[src/rtl/bp_pkg.sv]
package bp_pkg;

  typedef enum logic [1:0] {
    ST_WAIT  = 2'd0,
    ST_LATCH = 2'd1,
    ST_LIGHT = 2'd2,
    ST_DARK  = 2'd3
  } scan_state_t;

  function automatic int unsigned wrap_inc(int unsigned v, int unsigned modulus);
    return (v + 1 >= modulus) ? 0 : v + 1;
  endfunction

endpackage

[src/rtl/bp_unit_timer.sv]
module bp_unit_timer #(
  parameter int DIV_W = 16,
  parameter int TW    = 12
) (
  input  logic             clk,
  input  logic             rst,
  input  logic             load_i,
  input  logic [DIV_W-1:0] div_i,
  input  logic [TW-1:0]    units_i,
  output logic             last_o
);

  logic             run_q;
  logic [DIV_W-1:0] pre_q;
  logic [TW-1:0]    left_q;

  assign last_o = run_q && (pre_q == div_i) && (left_q == TW'(1));

  always_ff @(posedge clk) begin
    if (rst) begin
      run_q  <= 1'b0;
      pre_q  <= '0;
      left_q <= '0;
    end else if (load_i) begin
      run_q  <= 1'b1;
      pre_q  <= '0;
      left_q <= units_i;
    end else if (run_q) begin
      if (pre_q == div_i) begin
        pre_q  <= '0;
        left_q <= left_q - TW'(1);
        if (left_q == TW'(1)) run_q <= 1'b0;
      end else begin
        pre_q <= pre_q + DIV_W'(1);
      end
    end
  end

endmodule

[src/rtl/bp_plane_shifter.sv]
module bp_plane_shifter #(
  parameter int PIXELS = 768,
  parameter int CH_W   = 12,
  parameter int AW     = 10,
  parameter int CW     = 10,
  parameter int PW     = 4
) (
  input  logic            clk,
  input  logic            rst,
  input  logic            start_i,
  input  logic [PW-1:0]   plane_i,
  input  logic [CH_W-1:0] rd_data_i,
  output logic            done_o,
  output logic            rd_en_o,
  output logic [AW-1:0]   rd_addr_o,
  output logic [PW-1:0]   rd_plane_o,
  output logic            sclk_o,
  output logic [CH_W-1:0] sdata_o
);

  localparam logic [CW-1:0] LAST = CW'(PIXELS);

  logic          active_q;
  logic          ph_q;
  logic [CW-1:0] pix_q;
  logic [PW-1:0] plane_q;

  assign rd_en_o    = active_q && !ph_q && (pix_q != LAST);
  assign rd_addr_o  = pix_q[AW-1:0];
  assign rd_plane_o = plane_q;

  always_ff @(posedge clk) begin
    if (rst) begin
      active_q <= 1'b0;
      ph_q     <= 1'b0;
      pix_q    <= '0;
      plane_q  <= '0;
      done_o   <= 1'b0;
      sclk_o   <= 1'b0;
      sdata_o  <= '0;
    end else if (start_i && !active_q) begin
      active_q <= 1'b1;
      ph_q     <= 1'b0;
      pix_q    <= '0;
      plane_q  <= plane_i;
      done_o   <= 1'b0;
    end else if (active_q) begin
      ph_q <= ~ph_q;
      if (!ph_q) begin
        if (pix_q != '0) sclk_o <= 1'b1;
      end else begin
        sclk_o <= 1'b0;
        if (pix_q != LAST) begin
          sdata_o <= rd_data_i;
          pix_q   <= pix_q + CW'(1);
        end else begin
          active_q <= 1'b0;
          done_o   <= 1'b1;
        end
      end
    end
  end

endmodule

[src/rtl/bitplane_scan_ctrl.sv]
module bitplane_scan_ctrl #(
  parameter int GRAY_BITS = 10,
  parameter int PORTS     = 4,
  parameter int PIXELS    = 768,
  parameter int DIV_W     = 16,
  parameter int OFF_W     = 12
) (
  input  logic                                     clk,
  input  logic                                     rst,
  input  logic [DIV_W-1:0]                         cfg_div_i,
  input  logic [GRAY_BITS*OFF_W-1:0]               cfg_off_i,
  output logic                                     rd_en_o,
  output logic [(PIXELS > 1 ? $clog2(PIXELS) : 1)-1:0] rd_addr_o,
  output logic [$clog2(GRAY_BITS)-1:0]             rd_plane_o,
  input  logic [PORTS*3-1:0]                       rd_data_i,
  output logic                                     sclk_o,
  output logic [PORTS*3-1:0]                       sdata_o,
  output logic                                     latch_o,
  output logic                                     en_o
);
  import bp_pkg::*;

  localparam int CH_W = PORTS * 3;
  localparam int AW   = (PIXELS > 1) ? $clog2(PIXELS) : 1;
  localparam int CW   = $clog2(PIXELS + 1);
  localparam int PW   = $clog2(GRAY_BITS);
  localparam int TW   = (OFF_W > GRAY_BITS) ? OFF_W : GRAY_BITS;

  scan_state_t st_q;
  logic        started_q;
  logic        lat_ph_q;
  logic [PW-1:0] cur_q, nxt_q;
  logic [DIV_W-1:0] div_q;
  logic [GRAY_BITS-1:0][OFF_W-1:0] off_q;

  logic          sh_start, sh_done;
  logic [PW-1:0] sh_plane;
  logic          t_load, t_last;
  logic [TW-1:0] t_units;
  logic [OFF_W-1:0] cur_off;
  logic          go_latch;

  assign cur_off  = off_q[cur_q];
  assign sh_start = ((st_q == ST_WAIT) && !started_q) || ((st_q == ST_LATCH) && lat_ph_q);
  assign sh_plane = started_q ? PW'(wrap_inc(32'(cur_q), GRAY_BITS)) : '0;

  assign go_latch = sh_done && (((st_q == ST_WAIT) && started_q) ||
                                ((st_q == ST_DARK) && t_last) ||
                                ((st_q == ST_LIGHT) && t_last && (cur_off == '0)));

  assign t_load  = ((st_q == ST_LATCH) && lat_ph_q) ||
                   ((st_q == ST_LIGHT) && t_last && (cur_off != '0));
  assign t_units = (st_q == ST_LATCH) ? (TW'(1) << cur_q) : TW'(cur_off);

  bp_unit_timer #(.DIV_W(DIV_W), .TW(TW)) u_timer (
    .clk(clk), .rst(rst), .load_i(t_load), .div_i(div_q),
    .units_i(t_units), .last_o(t_last)
  );

  bp_plane_shifter #(.PIXELS(PIXELS), .CH_W(CH_W), .AW(AW), .CW(CW), .PW(PW)) u_shift (
    .clk(clk), .rst(rst), .start_i(sh_start), .plane_i(sh_plane),
    .rd_data_i(rd_data_i), .done_o(sh_done), .rd_en_o(rd_en_o),
    .rd_addr_o(rd_addr_o), .rd_plane_o(rd_plane_o),
    .sclk_o(sclk_o), .sdata_o(sdata_o)
  );

  always_ff @(posedge clk) begin
    if (rst) begin
      st_q      <= ST_WAIT;
      started_q <= 1'b0;
      lat_ph_q  <= 1'b0;
      cur_q     <= '0;
      nxt_q     <= '0;
      div_q     <= '0;
      off_q     <= '0;
      en_o      <= 1'b0;
      latch_o   <= 1'b0;
    end else begin
      if (sh_start) nxt_q <= sh_plane;
      case (st_q)
        ST_WAIT: if (!started_q) started_q <= 1'b1;
        ST_LATCH: begin
          if (lat_ph_q) begin
            lat_ph_q <= 1'b0;
            latch_o  <= 1'b0;
            en_o     <= 1'b1;
            st_q     <= ST_LIGHT;
          end else begin
            lat_ph_q <= 1'b1;
          end
        end
        ST_LIGHT: begin
          if (t_last) begin
            en_o <= 1'b0;
            if (cur_off != '0) st_q <= ST_DARK;
            else               st_q <= ST_WAIT;
          end
        end
        default: if (t_last) st_q <= ST_WAIT;
      endcase
      if (go_latch) begin
        st_q     <= ST_LATCH;
        latch_o  <= 1'b1;
        lat_ph_q <= 1'b0;
        cur_q    <= nxt_q;
        if (nxt_q == '0) begin
          div_q <= cfg_div_i;
          off_q <= cfg_off_i;
        end
      end
    end
  end

endmodule

[config.mk]
export PLATFORM = sky130hd
export DESIGN_NAME = bitplane_scan_ctrl
export DESIGN_NICKNAME = d
export VERILOG_FILES = /design/src/rtl/bp_pkg.sv /design/src/rtl/bp_unit_timer.sv /design/src/rtl/bp_plane_shifter.sv /design/src/rtl/bitplane_scan_ctrl.sv
export SDC_FILE = /design/constraint.sdc
export NUM_CORES = 1
export LEC_CHECK = 0
export BUFFER_PORTS_ARGS = -buffer_cell sky130_fd_sc_hd__buf_2
export CORE_AREA = 2 2 123 185
export CTS_BUF_LIST = sky130_fd_sc_hd__clkbuf_8
export DETAILED_ROUTE_END_ITERATION = 10
export DIE_AREA = 0 0 125 187
export PLACE_DENSITY = 0.77
export SLEW_MARGIN = 10
export SYNTH_ARGS = -nofsm -noshare
export SYNTH_HDL_FRONTEND = slang
export SYNTH_HIERARCHICAL = 1
export SYNTH_SLANG_ARGS = --single-unit
[constraint.sdc]
create_clock -name clk -period 3.36 [get_ports clk]
set_input_delay 1.008 -clock clk [delete_from_list [all_inputs] [get_ports clk]]
set_output_delay 1.008 -clock clk [all_outputs]
set_load 0.03 [all_outputs]
# ---- After elaboration in Yosys (flattened, before gate mapping)
# Cells that the tools add are included.
dict set report classes {
  addsub 4
  mul 0
  div 0
  order_cmp 2
  eq_ne 11
  shifts 1
  n_mux 32
  bitwise 4
  n_reduce_logical 46
}
# operator count
set ops {}
lappend ops {{two-way mux 12 bit} 5}
lappend ops {{binary-select mux 12 bit (select 4 bit)} 1}
lappend ops {{two-way mux 1 bit} 17}
lappend ops {{adder 16 x 1 -> 16 bit, second input constant} 1}
lappend ops {{== test 16 bit} 1}
lappend ops {{two-way mux 16 bit} 1}
lappend ops {{nonzero test 2 bit} 7}
lappend ops {{logical AND 1 bit} 13}
lappend ops {{== test 12 x 1 -> 1 bit, second input constant} 1}
lappend ops {{logical NOT 12 bit} 1}
lappend ops {{AND reduction 3 bit} 4}
lappend ops {{AND reduction 4 bit} 3}
lappend ops {{nonzero test 12 bit} 1}
lappend ops {{<< shifter 1 x 4 -> 12 bit, first input constant} 1}
lappend ops {{subtractor 12 x 1 -> 12 bit, second input constant} 1}
lappend ops {{adder 10 x 1 -> 10 bit, second input constant} 1}
lappend ops {{!= test 10 bit, second input constant} 1}
lappend ops {{nonzero test 10 bit} 1}
lappend ops {{two-way mux 2 bit} 4}
lappend ops {{two-way mux 4 bit} 2}
lappend ops {{!= test 2 bit, second input constant} 3}
lappend ops {{!= test 3 bit, second input constant} 2}
lappend ops {{case mux 2 bit (3 select lines)} 1}
lappend ops {{AND reduction 2 bit} 3}
lappend ops {{other kinds (13)} 24}
dict set report word_totals {
  regBits 209
  latch_bits 0
  ram_bits 0
  rom_bits 0
  inputBits 150
  output_inout_bits 30
  elab_cells 129
  n_memories 0
}

# ---- Logic depth before layout (Yosys ltp)
# Gate-level depths: netlist of the first run.
dict set report depth {
  word_depth 9
  depth_mapped 14
  depth_no_buf 11
}

# ---- By module
# The synthesis of the first run kept the hierarchy.
# mod n_inst cells_each area_each_um2 seq_area_each_um2
set modules_own_cells {}
lappend modules_own_cells {bitplane_scan_ctrl 1 852 7792.5 3002.9}
lappend modules_own_cells {bp_unit_timer 1 210 1715.4 580.6}
lappend modules_own_cells {bp_plane_shifter 1 126 1228.7 600.6}

# ---- Worst setup path after synthesis of the first run
# No wires, ideal clock.
dict set report synth_path {
  path_type {flip-flop to flip-flop}
  startpoint {reg cur_q[1]}
  endpoint {reg u_timer.left_q[10]}
  setup_time_ns 0.126
  arrival_time_ns 3.273
  required_ns 3.234
  slack_ns -0.039
  stages_incl_launch_ff 14
  n_path_buf 5
  period_less_slack_ns 3.399
  path_cell_list {dfxtp_1 clkbuf_1 buf_2 buf_1 mux4_2 nand2_1 nand2_1 or4_1 nor3_1 o21ai_0 clkbuf_1 clkbuf_1 nor4b_1 nor3b_1}
}
dict set report synth_between {
  elab_chain_len 7
  elab_cells_between_ends 11
  classes_between {1 x shift; 4 x mux; 6 x reduce/logical}
}
# element line
set synth_lines {}
lappend synth_lines {{from (decl)} bitplane_scan_ctrl.sv:32} ;# logic [PW-1:0] cur_q, nxt_q;
lappend synth_lines {{from (signal assigned)} bitplane_scan_ctrl.sv:105} ;# cur_q <= nxt_q;
lappend synth_lines {{binary-select mux 12 bit (select 4 bit) *} bitplane_scan_ctrl.sv:43} ;# assign cur_off = off_q[cur_q];
lappend synth_lines {{two-way mux 12 bit (implied by the code) *} bitplane_scan_ctrl.sv:43}
lappend synth_lines {{nonzero test 12 bit *} bitplane_scan_ctrl.sv:52} ;# ((st_q == ST_LIGHT) && t_last && (cur_off != '0));
lappend synth_lines {{logical AND 1 bit *} bitplane_scan_ctrl.sv:52}
lappend synth_lines {{logical OR 1 bit *} bitplane_scan_ctrl.sv:51} ;# assign t_load = ((st_q == ST_LATCH) && lat_ph_q) ||
lappend synth_lines {{via t_load} bitplane_scan_ctrl.sv:38} ;# logic t_load, t_last;
lappend synth_lines {{nonzero test 2 bit (no source line)} --}
lappend synth_lines {{AND reduction 2 bit (no source line)} --}
lappend synth_lines {{to (signal assigned)} bp_unit_timer.sv:27} ;# left_q <= units_i;
lappend synth_lines {{to (signal assigned)} bp_unit_timer.sv:31} ;# left_q <= left_q - TW'(1);
lappend synth_lines {{to (decl)} bp_unit_timer.sv:15} ;# logic [TW-1:0] left_q;
# The timed path passes the listed nets; every way through them passes the cells marked *. The select of a mux whose other input is x is not followed.
# A chain may end at the register's enable or synchronous reset.

# ---- Final worst setup path of the first run
dict set report layout_path {
  startpoint {reg cur_q[1]}
  endpoint {reg off_q[9] (netlist bit)}
}
dict set report layout_between {
  elab_chain_len 7
}
# element line
set layout_lines {}
lappend layout_lines {{binary-select mux 12 bit (select 4 bit)} bitplane_scan_ctrl.sv:43}
lappend layout_lines {{two-way mux 12 bit (implied by the code)} bitplane_scan_ctrl.sv:43}
lappend layout_lines {{logical NOT 12 bit} bitplane_scan_ctrl.sv:49} ;# ((st_q == ST_LIGHT) && t_last && (cur_off == '0)));
lappend layout_lines {{logical AND 1 bit} bitplane_scan_ctrl.sv:49}
lappend layout_lines {{logical OR 1 bit} bitplane_scan_ctrl.sv:48} ;# ((st_q == ST_DARK) && t_last) ||
lappend layout_lines {{logical AND 1 bit} bitplane_scan_ctrl.sv:47} ;# assign go_latch = sh_done && (((st_q == ST_WAIT) && started_q) ||
lappend layout_lines {{AND reduction 2 bit (no source line)} --}
lappend layout_lines {{to (signal assigned)} bitplane_scan_ctrl.sv:108} ;# off_q <= cfg_off_i;
lappend layout_lines {{to (decl)} bitplane_scan_ctrl.sv:34} ;# logic [GRAY_BITS-1:0][OFF_W-1:0] off_q;
# Every way passes these cells. The select of a mux whose other input is x is not followed.

==> results.sh, run 1 <==
export IMPL_drc=0
export IMPL_crit_arrival_ps=3800
export IMPL_start_util_pct=48.9
export IMPL_port_buffer_count=179
export IMPL_worst_pin_slew_ps=786
export IMPL_cp_start_kind="flop"
export IMPL_yosysMostFrequentCell="dfxtp_1"
export IMPL_multi_input_area_um2=5980
export IMPL_synth_edf_count=0
export IMPL_htreeDepth=1
export IMPL_fillCellCount=1927
export IMPL_grt_use_total_pct=23.4
export IMPL_setup_viol=0
export IMPL_outcome="completed"
export IMPL_fp_row_count=67
export IMPL_ctsHoldBuffers=0
export IMPL_cts_sinks=209
export IMPL_post_route_period_util_pct=99.7
export IMPL_synth_area_um2=10700
export IMPL_wire_per_inst_um=17.2
export IMPL_antennaDiodeCount=0
export IMPL_ys_ff_latch=209
export IMPL_cts_tree="done"
export IMPL_die_height_um=187
export IMPL_drive_gt1_share_pct=35.0
export IMPL_wl_met1_um=11200
export IMPL_crit_required_ps=3810
export IMPL_end_kind="flop"
export IMPL_die_w_um=125
export IMPL_vias=9440
export IMPL_powerDensity_nw_per_um2=395
export IMPL_min_path_type="reg2reg"
export IMPL_first_pass_iters=5
export IMPL_drt_antenna_violating_nets=0
export IMPL_vias_per_cell=5.71
export IMPL_fin_total_pwr_uw=5120
export IMPL_clock_skew_ps=14.0
export IMPL_grt_pass1_wl_um=45900
export IMPL_cts_buffers=31
export IMPL_ys_flop_type="dfxtp_1"
export IMPL_max_clock_freq_mhz=298
export IMPL_first_global_vias=9131
export IMPL_grt_overflow=0
export IMPL_area_growth_syn_to_layout_pct=20.6
export IMPL_synth_area_leader_cell="dfxtp_1"
export IMPL_path_clk_slew_ps=70
export IMPL_synth_seq_area_share_pct=39.0
export IMPL_fin_ws_ps=9.44
export IMPL_regArea_um2=4190
export IMPL_place_gp_congestion=0.994
export IMPL_place_ws_ps=-20.4
export IMPL_syn_nets=1353
export IMPL_yosysWarningCount=6
export IMPL_postSynthCellCount=1188
export IMPL_synth_area_top_cells="dfxtp_1 (39%), a21bo_2 (13%), nand3_1 (7.1%), a21oi_1 (6.9%), mux2i_1 (4.0%)"
export IMPL_coreArea_um2=22000
export IMPL_irDropWorstVdd_v=0.000309
export IMPL_path_class="reg2reg"
export IMPL_place_hpwl_um=20000
export IMPL_hold_slack_ps=488
export IMPL_io_pin_count=180
export IMPL_antenna_found_initial=0
export IMPL_finalSetupTns_ps=0
export IMPL_maxUsedRoutingLayer="met4"
export IMPL_leakagePower_uw=0.00517
export IMPL_grt_max_degree=101
export IMPL_cp_max_fo=11
export IMPL_nets=1518
export IMPL_synth_cell_types=59
export IMPL_yosys_top_cells_count="dfxtp_1 (209), nand3_1 (153), a21oi_1 (148)"
export IMPL_root_buffer="clkbuf_8"
export IMPL_fin_crit_ps=3350
export IMPL_routed_wl_um=28500
export IMPL_postSynth_asyncResetShare_pct=0
export IMPL_relSlewSlack_pct=47.5
export IMPL_maxSlewViolCount=0
export IMPL_dr_wl_met2_um=14700
export IMPL_max_cap_violations=0
export IMPL_insertion_delay_ps=580
export IMPL_drtIter0Drc=505
export IMPL_ff2ff_setup_slack_ps=9
export IMPL_dieArea_um2=23400
export IMPL_dr_wl_met3_um=1250
export IMPL_yosysTopAreaCellShare_pct=39.0
export IMPL_finalHoldViolations=0
export IMPL_clockBufferDepth=3
export IMPL_syn_avg_cell_area_um2=9.04
==> repair_timing <==
action,4_1_cts,5_1_grt
buffers inserted,0,6
cloned,1,2
resized for setup,1,17
pin swaps,2,4
endpoints found under the setup margin,14,164
==> state kept, by name, indices dropped and copies added, names as in the netlist <==
signal / cells
cur_q: 4
div_q: 16
en_o: 1
lat_ph_q: 1
latch_o: 1
nxt_q: 4
off_q: 120
st_q: 2
started_q: 1
u_shift/active_q: 1
u_shift/done_o: 1
u_shift/ph_q: 1
u_shift/rd_addr_o: 10
u_shift/rd_plane_o: 4
u_shift/sclk_o: 1
u_shift/sdata_o: 12
u_timer/left_q: 12
u_timer/pre_q: 16
u_timer/run_q: 1
==> per-layer routing <==
layer | GRT usage (%) | vias to the layer above
li1 | - | 4613
met1 | 27.2 | 4445
met2 | 42.0 | 293
met3 | 3.29 | 89
met4 | 11.5 | 0
met5 | 0 | -
==> worst paths after layout <==
check / depth (start not counted) / endpoint / start
hold reg to reg: 2 / u_shift/sdata_o[0] / u_shift/sdata_o[0]
setup reg to reg: 11 / off_q[9] / cur_q[1]
hold / removal: 2 / u_shift/sdata_o[0] / u_shift/sdata_o[0]
setup / recovery: 11 / off_q[9] / cur_q[1]
==> where the power goes <==
| part | total, uW | internal, uW | switching (uW) |
|---|---|---|---|
| registers | 2490 | 2480 | 7.02 |
| clock network | 2370 | 1370 | 994 |
| logic | 259 | 97.3 | 162 |
==> area by class of cell <==
| class | count | area share [%] |
|---|---|---|
| clock buffer | 40 | 4.25 |
| clock inverter | 17 | 1.39 |
| inverter | 29 | 0.841 |
| multi-input combinational | 841 | 46.2 |
| sequential | 209 | 32.4 |
| tap | 276 | 2.67 |
| timing repair buffer | 241 | 12.3 |
==> placed cells by master (no fill, tap or decap), types with 40 or more instances in the layout <==
cell and n:
nor2_1 75, nand2_1 42, buf_4 44, a21bo_2 136
nand3_1 152, a21oi_1 146, buf_2 178, dfxtp_1 207
clkbuf_8 40, mux2i_1 43
==> logic make-up (layout without fill, tap and decap cells) <==
kind of cell / Yosys count / count (layout) / share of synthesized area (%)
AOI/OAI and AO/OA: 353 / 353 / 24.9
xor gates and xnor gates: 39 / 39 / 3.18
adders and majority gates: 15 / 15 / 1.75
buffers and inverters: 138 / 327 / 5.71
DFF: 209 / 209 / 39.0
muxes: 77 / 77 / 8.83
and+or+nand+nor: 357 / 357 / 16.7
==> metrics by stage <==
| step | cells | area (um2) | util, % |
|---|---|---|---|
| detailed placement | 1587 | 12000 | 54.8 |
| CTS | 1645 | 12800 | 58.3 |
| finish | 1653 | 12900 | 58.9 |
| floorplan | 1188 | 10700 | - |
| global placement | 1587 | 12000 | 54.8 |
| global route | 1653 | 12900 | 58.9 |
==> critical path: stages, from the launching register on <==
cell and delay, ps:
dfxtp_4 370, buf_12 120, mux2_2 340, a222oi_1 470, nand2_1 150, or4_4 570, o41ai_4 470, buf_4 210
clkbuf_16 180, clkbuf_16 160, a21bo_2 120, a21oi_1 50
No activity file was read; power rests on OpenSTA's default activity.
==> run 2: changes to the inputs <==
RECOVER_POWER = 100   (was unset)
==> run 2 against run 1 <==
  * Register-to-register slack about the same
  * Non-clock buffer count stayed put
  * Final cell count stayed put
  * Global-route usage stayed put
  * Hold slack improved by 2.7 ps
  * Clock skew shrank 1.7 ps
  * Fmax about the same
  * Sequential power about the same
  * Die area unchanged
  * Clock-buffer cell count unchanged
  * Clock power barely moved
  * Critical path depth unchanged
==> results.sh, run 2 (synthesis gave the netlist of run 1 again) <==
export IMPL_fin_area_um2=12900
export IMPL_ctsHoldBuffers=0
export IMPL_insertion_delay_ps=580
export IMPL_port_buffer_count=179
export IMPL_layout_commonest_cell="dfxtp_1"
export IMPL_cts_sinks=209
export IMPL_setup_viol=0
export IMPL_cp_max_fo=11
export IMPL_fillCellCount=1949
export IMPL_die_height_um=187
export IMPL_critical_path_top_delay_family="compound AO/OA/AOI/OAI gates"
export IMPL_cp_start_kind="flop"
export IMPL_max_cap_violations=0
export IMPL_grt_use_total_pct=23.4
export IMPL_fp_row_count=67
export IMPL_leakagePower_uw=0.00504
export IMPL_end_kind="flop"
export IMPL_crit_required_ps=3810
export IMPL_htreeDepth=1
export IMPL_irDropWorstVdd_v=0.000308
export IMPL_post_route_period_util_pct=99.7
export IMPL_fin_util_pct=58.7
export IMPL_drt_antenna_violating_nets=0
export IMPL_outcome="completed"
export IMPL_drc=0
export IMPL_cp_common_cell="clkbuf_16"
export IMPL_path_clk_slew_ps=70
export IMPL_cpPeakStageDelay_ps=570
export IMPL_path_cells="buf_12, mux2_2, a222oi_1, nand2_1, or4_4, o41ai_4, buf_4, clkbuf_16, clkbuf_16, a21bo_2, a21oi_1"
export IMPL_grt_max_degree=101
export IMPL_path_class="reg2reg"
export IMPL_root_buffer="clkbuf_8"
export IMPL_first_pass_iters=6
export IMPL_cts_tree="done"
export IMPL_dieArea_um2=23400
export IMPL_cp_num_buf_inv=4
export IMPL_io_pin_count=180
export IMPL_crit_arrival_ps=3800
export IMPL_top_regs="off_q x120, div_q x16, u_timer/pre_q x16"
export IMPL_min_path_type="reg2reg"
export IMPL_largest_reg_flops=120
export IMPL_drtIter0Drc=559
export IMPL_first_global_vias=9131
export IMPL_antenna_found_initial=0
export IMPL_max_clock_freq_mhz=299
export IMPL_relSlewSlack_pct=30.4
export IMPL_antennaDiodeCount=0
export IMPL_place_gp_congestion=0.994
export IMPL_start_util_pct=48.9
export IMPL_clock_skew_ps=12.3
export IMPL_grt_pass1_wl_um=45900
export IMPL_gr_usage_met3_pct=3.29
export IMPL_clockBufferDepth=3
export IMPL_fin_total_pwr_uw=5120
export IMPL_cts_buffers=31
export IMPL_grtUsageMet2_pct=42.0
export IMPL_finalHoldViolations=0
export IMPL_placed_cell_area_um2=12000
export IMPL_top_register="off_q"
export IMPL_final_cell_mix="dfxtp_1 (207), nand3_1 (152), buf_2 (149)"
export IMPL_maxSlewViolCount=0
export IMPL_worst_pin_slew_ps=1040
export IMPL_powerDensity_nw_per_um2=397
export IMPL_grt_busiest_layer="met2"
export IMPL_place_hpwl_um=20000
export IMPL_fin_crit_ps=3350
export IMPL_die_w_um=125
export IMPL_coreArea_um2=22000
export IMPL_drive_gt1_share_pct=32.8
export IMPL_area_growth_syn_to_layout_pct=20.1
export IMPL_grt_overflow=0
export IMPL_vias=9442
export IMPL_critical_path_slowest_cell="or4_4"
export IMPL_vias_per_cell=5.71
export IMPL_nets=1518
export IMPL_routed_wl_um=28500
export IMPL_met1_usage_pct=27.2
export IMPL_wire_per_inst_um=17.2
[run 2: metal layers]
metal | routed length, um | vias up | part of all wire, %
li1 | - | 4612 | -
met1 | 11100 | 4448 | 39
met2 | 14600 | 288 | 51
met3 | 1330 | 94 | 4.7
met4 | 1410 | 0 | 4.9
met5 | 0 | - | 0
[run 2: repair_timing]
action                     4_1_cts  5_1_grt
pin swaps                        2        4
resized for setup                1       17
cloned                           1        2
setup endpoints to repair       14      164
setup buffers                    0        6
[run 2: final timing paths]
| kind | from | to | slack, ps | depth (start not counted) |
|---|---|---|---|---|
| max | cur_q[1] | off_q[9] | 10 | 11 |
| min | u_shift/done_o | u_shift/done_o | 490 | 2 |
| max reg2reg | cur_q[1] | off_q[9] | 10 | 11 |
| min reg2reg | u_shift/done_o | u_shift/done_o | 490 | 2 |
[run 2: tightest hold or removal path: cells and delay by family (launching register included)]
kind,cells,cell delay [ps]
compound gates,1,50
buf+inv,1,60
flops,1,340
[run 2: power breakdown]
group,switching [uW],total [uW],internal (uW)
Sequential,7.19,2490,2480
Clock,993,2370,1370
Combinational,162,257,95.6
[run 2: layout make-up]
type | instances | area (um2) | area share [%]
multi-input cells | 841 | 5970 | 46.3
repair buffers | 241 | 1550 | 12.0
inverters | 29 | 109 | 0.844
clock buffers | 40 | 551 | 4.27
flip-flops and latches | 209 | 4190 | 32.5
well taps | 276 | 345 | 2.68
clock inverters | 17 | 180 | 1.40
[run 2: metrics by stage]
stage / cells / setup TNS [ps] / hold slack [ps] / setup WS (ps)
detailed placement: 1587 / -434 / 470 / -20.4
CTS: 1645 / 0 / 494 / 17.1
global route: 1653 / -4200 / 520 / -76.3
floorplan: 1188 / 0 / 439 / 3.75
global placement: 1587 / 0 / 467 / 33.8
finish: 1653 / 0 / 491 / 11.6
==> run 3: changes to the inputs <==
CELL_PAD_IN_SITES_DETAIL_PLACEMENT = 1   (was unset)
CELL_PAD_IN_SITES_GLOBAL_PLACEMENT = 1   (was unset)
CORE_AREA = 2 2 137 206   (was 2 2 123 185)
DIE_AREA = 0 0 139 208   (was 0 0 125 187)
PLACE_DENSITY = 0.81   (was 0.77)
==> run 3 against run 2 <==
  * The flow now finishes with violations (setup timing)
  * Final cell count is 6.3% higher
  * Flip-flop and latch count stayed put
  * Clock-buffer cell count is 8 higher
  * First-iteration DRC count is 24% higher
  * Clock power is 3% higher
  * Clock skew is 33 ps higher
  * Highest routed layer unchanged
==> results.sh, run 3 (synthesis gave the netlist of run 1 again) <==
export IMPL_powerDensity_nw_per_um2=374
export IMPL_multi_input_area_um2=6350
export IMPL_root_buffer="clkbuf_8"
export IMPL_cp_start_kind="flop"
export IMPL_grt_busiest_layer="met2"
export IMPL_gr_usage_met3_pct=3.25
export IMPL_layout_commonest_cell="dfxtp_1"
export IMPL_outcome="finished with violations"
export IMPL_failed_checks="setup timing"
export IMPL_leakagePower_uw=0.00534
export IMPL_startpoint="cur_q[1]"
export IMPL_rsz0062_at_grt="yes"
export IMPL_ctsHoldBuffers=0
export IMPL_die_height_um=208
export IMPL_area_growth_syn_to_layout_pct=30.0
export IMPL_grt_overflow=0
export IMPL_fin_area_um2=14000
export IMPL_dp_cells=1660
export IMPL_irDropWorstVdd_v=0.000241
export IMPL_finalSetupTns_ps=-17300
export IMPL_top_register="off_q"
export IMPL_setup_viol=157
export IMPL_maxSlewViolCount=0
export IMPL_max_cap_violations=0
export IMPL_first_pass_iters=8
export IMPL_fin_crit_ps=3590
export IMPL_htreeDepth=2
export IMPL_cp_common_cell="buf_6"
export IMPL_placed_cell_area_um2=12200
export IMPL_top_regs="off_q x120, div_q x16, u_timer/pre_q x16"
export IMPL_hp_start="en_o"
export IMPL_die_w_um=139
export IMPL_rr_startpoint="cur_q[1]"
export IMPL_place_ws_ps=-84.6
export IMPL_place_hpwl_um=23500
export IMPL_critical_path_top_delay_family="compound AO/OA/AOI/OAI gates"
export IMPL_path_clk_slew_ps=80
export IMPL_clockBufferDepth=3
export IMPL_cts_buffers=34
export IMPL_io_pin_count=180
export IMPL_post_route_period_util_pct=107
export IMPL_worst_pin_slew_ps=1140
export IMPL_path_class="reg2reg"
export IMPL_antenna_found_initial=1
export IMPL_fp_row_count=74
export IMPL_met1_usage_pct=25.1
export IMPL_fillCellCount=3113
export IMPL_grt_max_degree=151
export IMPL_grtUsageMet2_pct=41.6
export IMPL_end_kind="flop"
export IMPL_drive_gt1_share_pct=38.7
export IMPL_fin_total_pwr_uw=5220
export IMPL_wire_per_inst_um=23.2
export IMPL_p_sw_share_pct=24.8
export IMPL_critical_path_slowest_cell="or4_4"
export IMPL_final_cell_mix="dfxtp_1 (207), buf_2 (149), nand3_1 (135)"
export IMPL_finalHoldViolations=0
export IMPL_seqPwrFrac_pct=47.7
export IMPL_drt_antenna_violating_nets=0
export IMPL_cts_sinks=209
export IMPL_crit_required_ps=3820
export IMPL_nets=1556
export IMPL_grt_use_total_pct=22.7
export IMPL_cp_num_buf_inv=6
export IMPL_crit_arrival_ps=4040
export IMPL_dieArea_um2=28900
export IMPL_grt_pass1_wl_um=53200
export IMPL_finalNonFillerCells=1757
export IMPL_vias=10300
export IMPL_min_path_type="reg2reg"
export IMPL_place_gp_congestion=0.890
export IMPL_max_clock_freq_mhz=279
export IMPL_first_global_vias=10100
export IMPL_insertion_delay_ps=560
export IMPL_cp_max_fo=9
export IMPL_p_comb_share_pct=5.4
export IMPL_switchingPower_uw=1300
export IMPL_regArea_um2=4190
export IMPL_power_internal_uw=3920
export IMPL_vias_per_cell=5.88
export IMPL_coreArea_um2=27000
export IMPL_fin_ws_ps=-229
export IMPL_relSlewSlack_pct=24.0
export IMPL_cts_tree="done"
export IMPL_drc=0
export IMPL_port_buffer_count=179
export IMPL_clock_skew_ps=45.2
export IMPL_largest_reg_flops=120
export IMPL_drtIter0Drc=691
export IMPL_clock_power_share_pct=46.9
export IMPL_start_util_pct=39.7
export IMPL_path_cells="buf_12, buf_6, buf_6, mux2_4, a222oi_1, nand2_1, or4_4, o41ai_4, buf_6, buf_12, buf_8, nand3_1, a21oi_1"
export IMPL_routed_wl_um=40700
export IMPL_cpPeakStageDelay_ps=580
[run 3: cell count changes in the layout (fill, tap and decap cells not counted), moves of 10 or more]
cell / previous run / this run
a21bo_2: 136 / 125
a21bo_4: 0 / 11
a21oi_1: 146 / 113
a21oi_2: 2 / 35
clkbuf_16: 3 / 13
nand3_1: 152 / 135
nand3_2: 1 / 11
[run 3: routing by layer]
layer	share of wire, %	vias to the layer above
li1	-	4683
met2	52	399
met4	7.0	0
met3	4.2	159
met1	37	5097
met5	0	-
[run 3: worst paths after layout]
kind | endpoint | slack (ps) | cells past startpoint
max | off_q[15] | -230 | 13
max reg2reg | off_q[15] | -230 | 13
min | en_o | 480 | 2
min reg2reg | en_o | 480 | 2
[run 3: power groups by stage]
stage / clock network (uW) / logic, uW / registers, uW
after floorplan: 0 / 119 / 2560
after global placement: 0 / 262 / 2550
after CTS: 2450 / 267 / 2490
after global routing: 2600 / 303 / 2490
after detailed placement: 0 / 265 / 2550
final: 2450 / 283 / 2490
[run 3: worst min-delay path, cell delays in order (launching register included)]
cell     delay, ps
dfxtp_1        320
nand2_1         60
a21oi_1         50
[run 3: timing repair]
action                     4_1_cts  5_1_grt
pin swaps                        3       28
resized for setup                5      125
setup endpoints to repair      161      153
cloned                           1       15
setup buffers                    1       20
[run 3: area by class of cell]
| class | instances | share of cell area (%) |
|---|---|---|
| antenna | 1 | 0.0179 |
| clock buffer | 48 | 4.73 |
| clock inverter | 11 | 0.529 |
| inverter | 29 | 0.780 |
| multi-input combinational | 841 | 45.5 |
| sequential | 209 | 30.0 |
| tap | 342 | 3.06 |
| timing repair buffer | 276 | 15.4 |
[run 3: per-stage QoR]
step / hold slack (ps) / util [%]
floorplan: 439 / -
global placement: 467 / 45.1
detailed placement: 475 / 45.1
CTS: 486 / 48.0
global route: 519 / 51.6
finish: 485 / 51.6
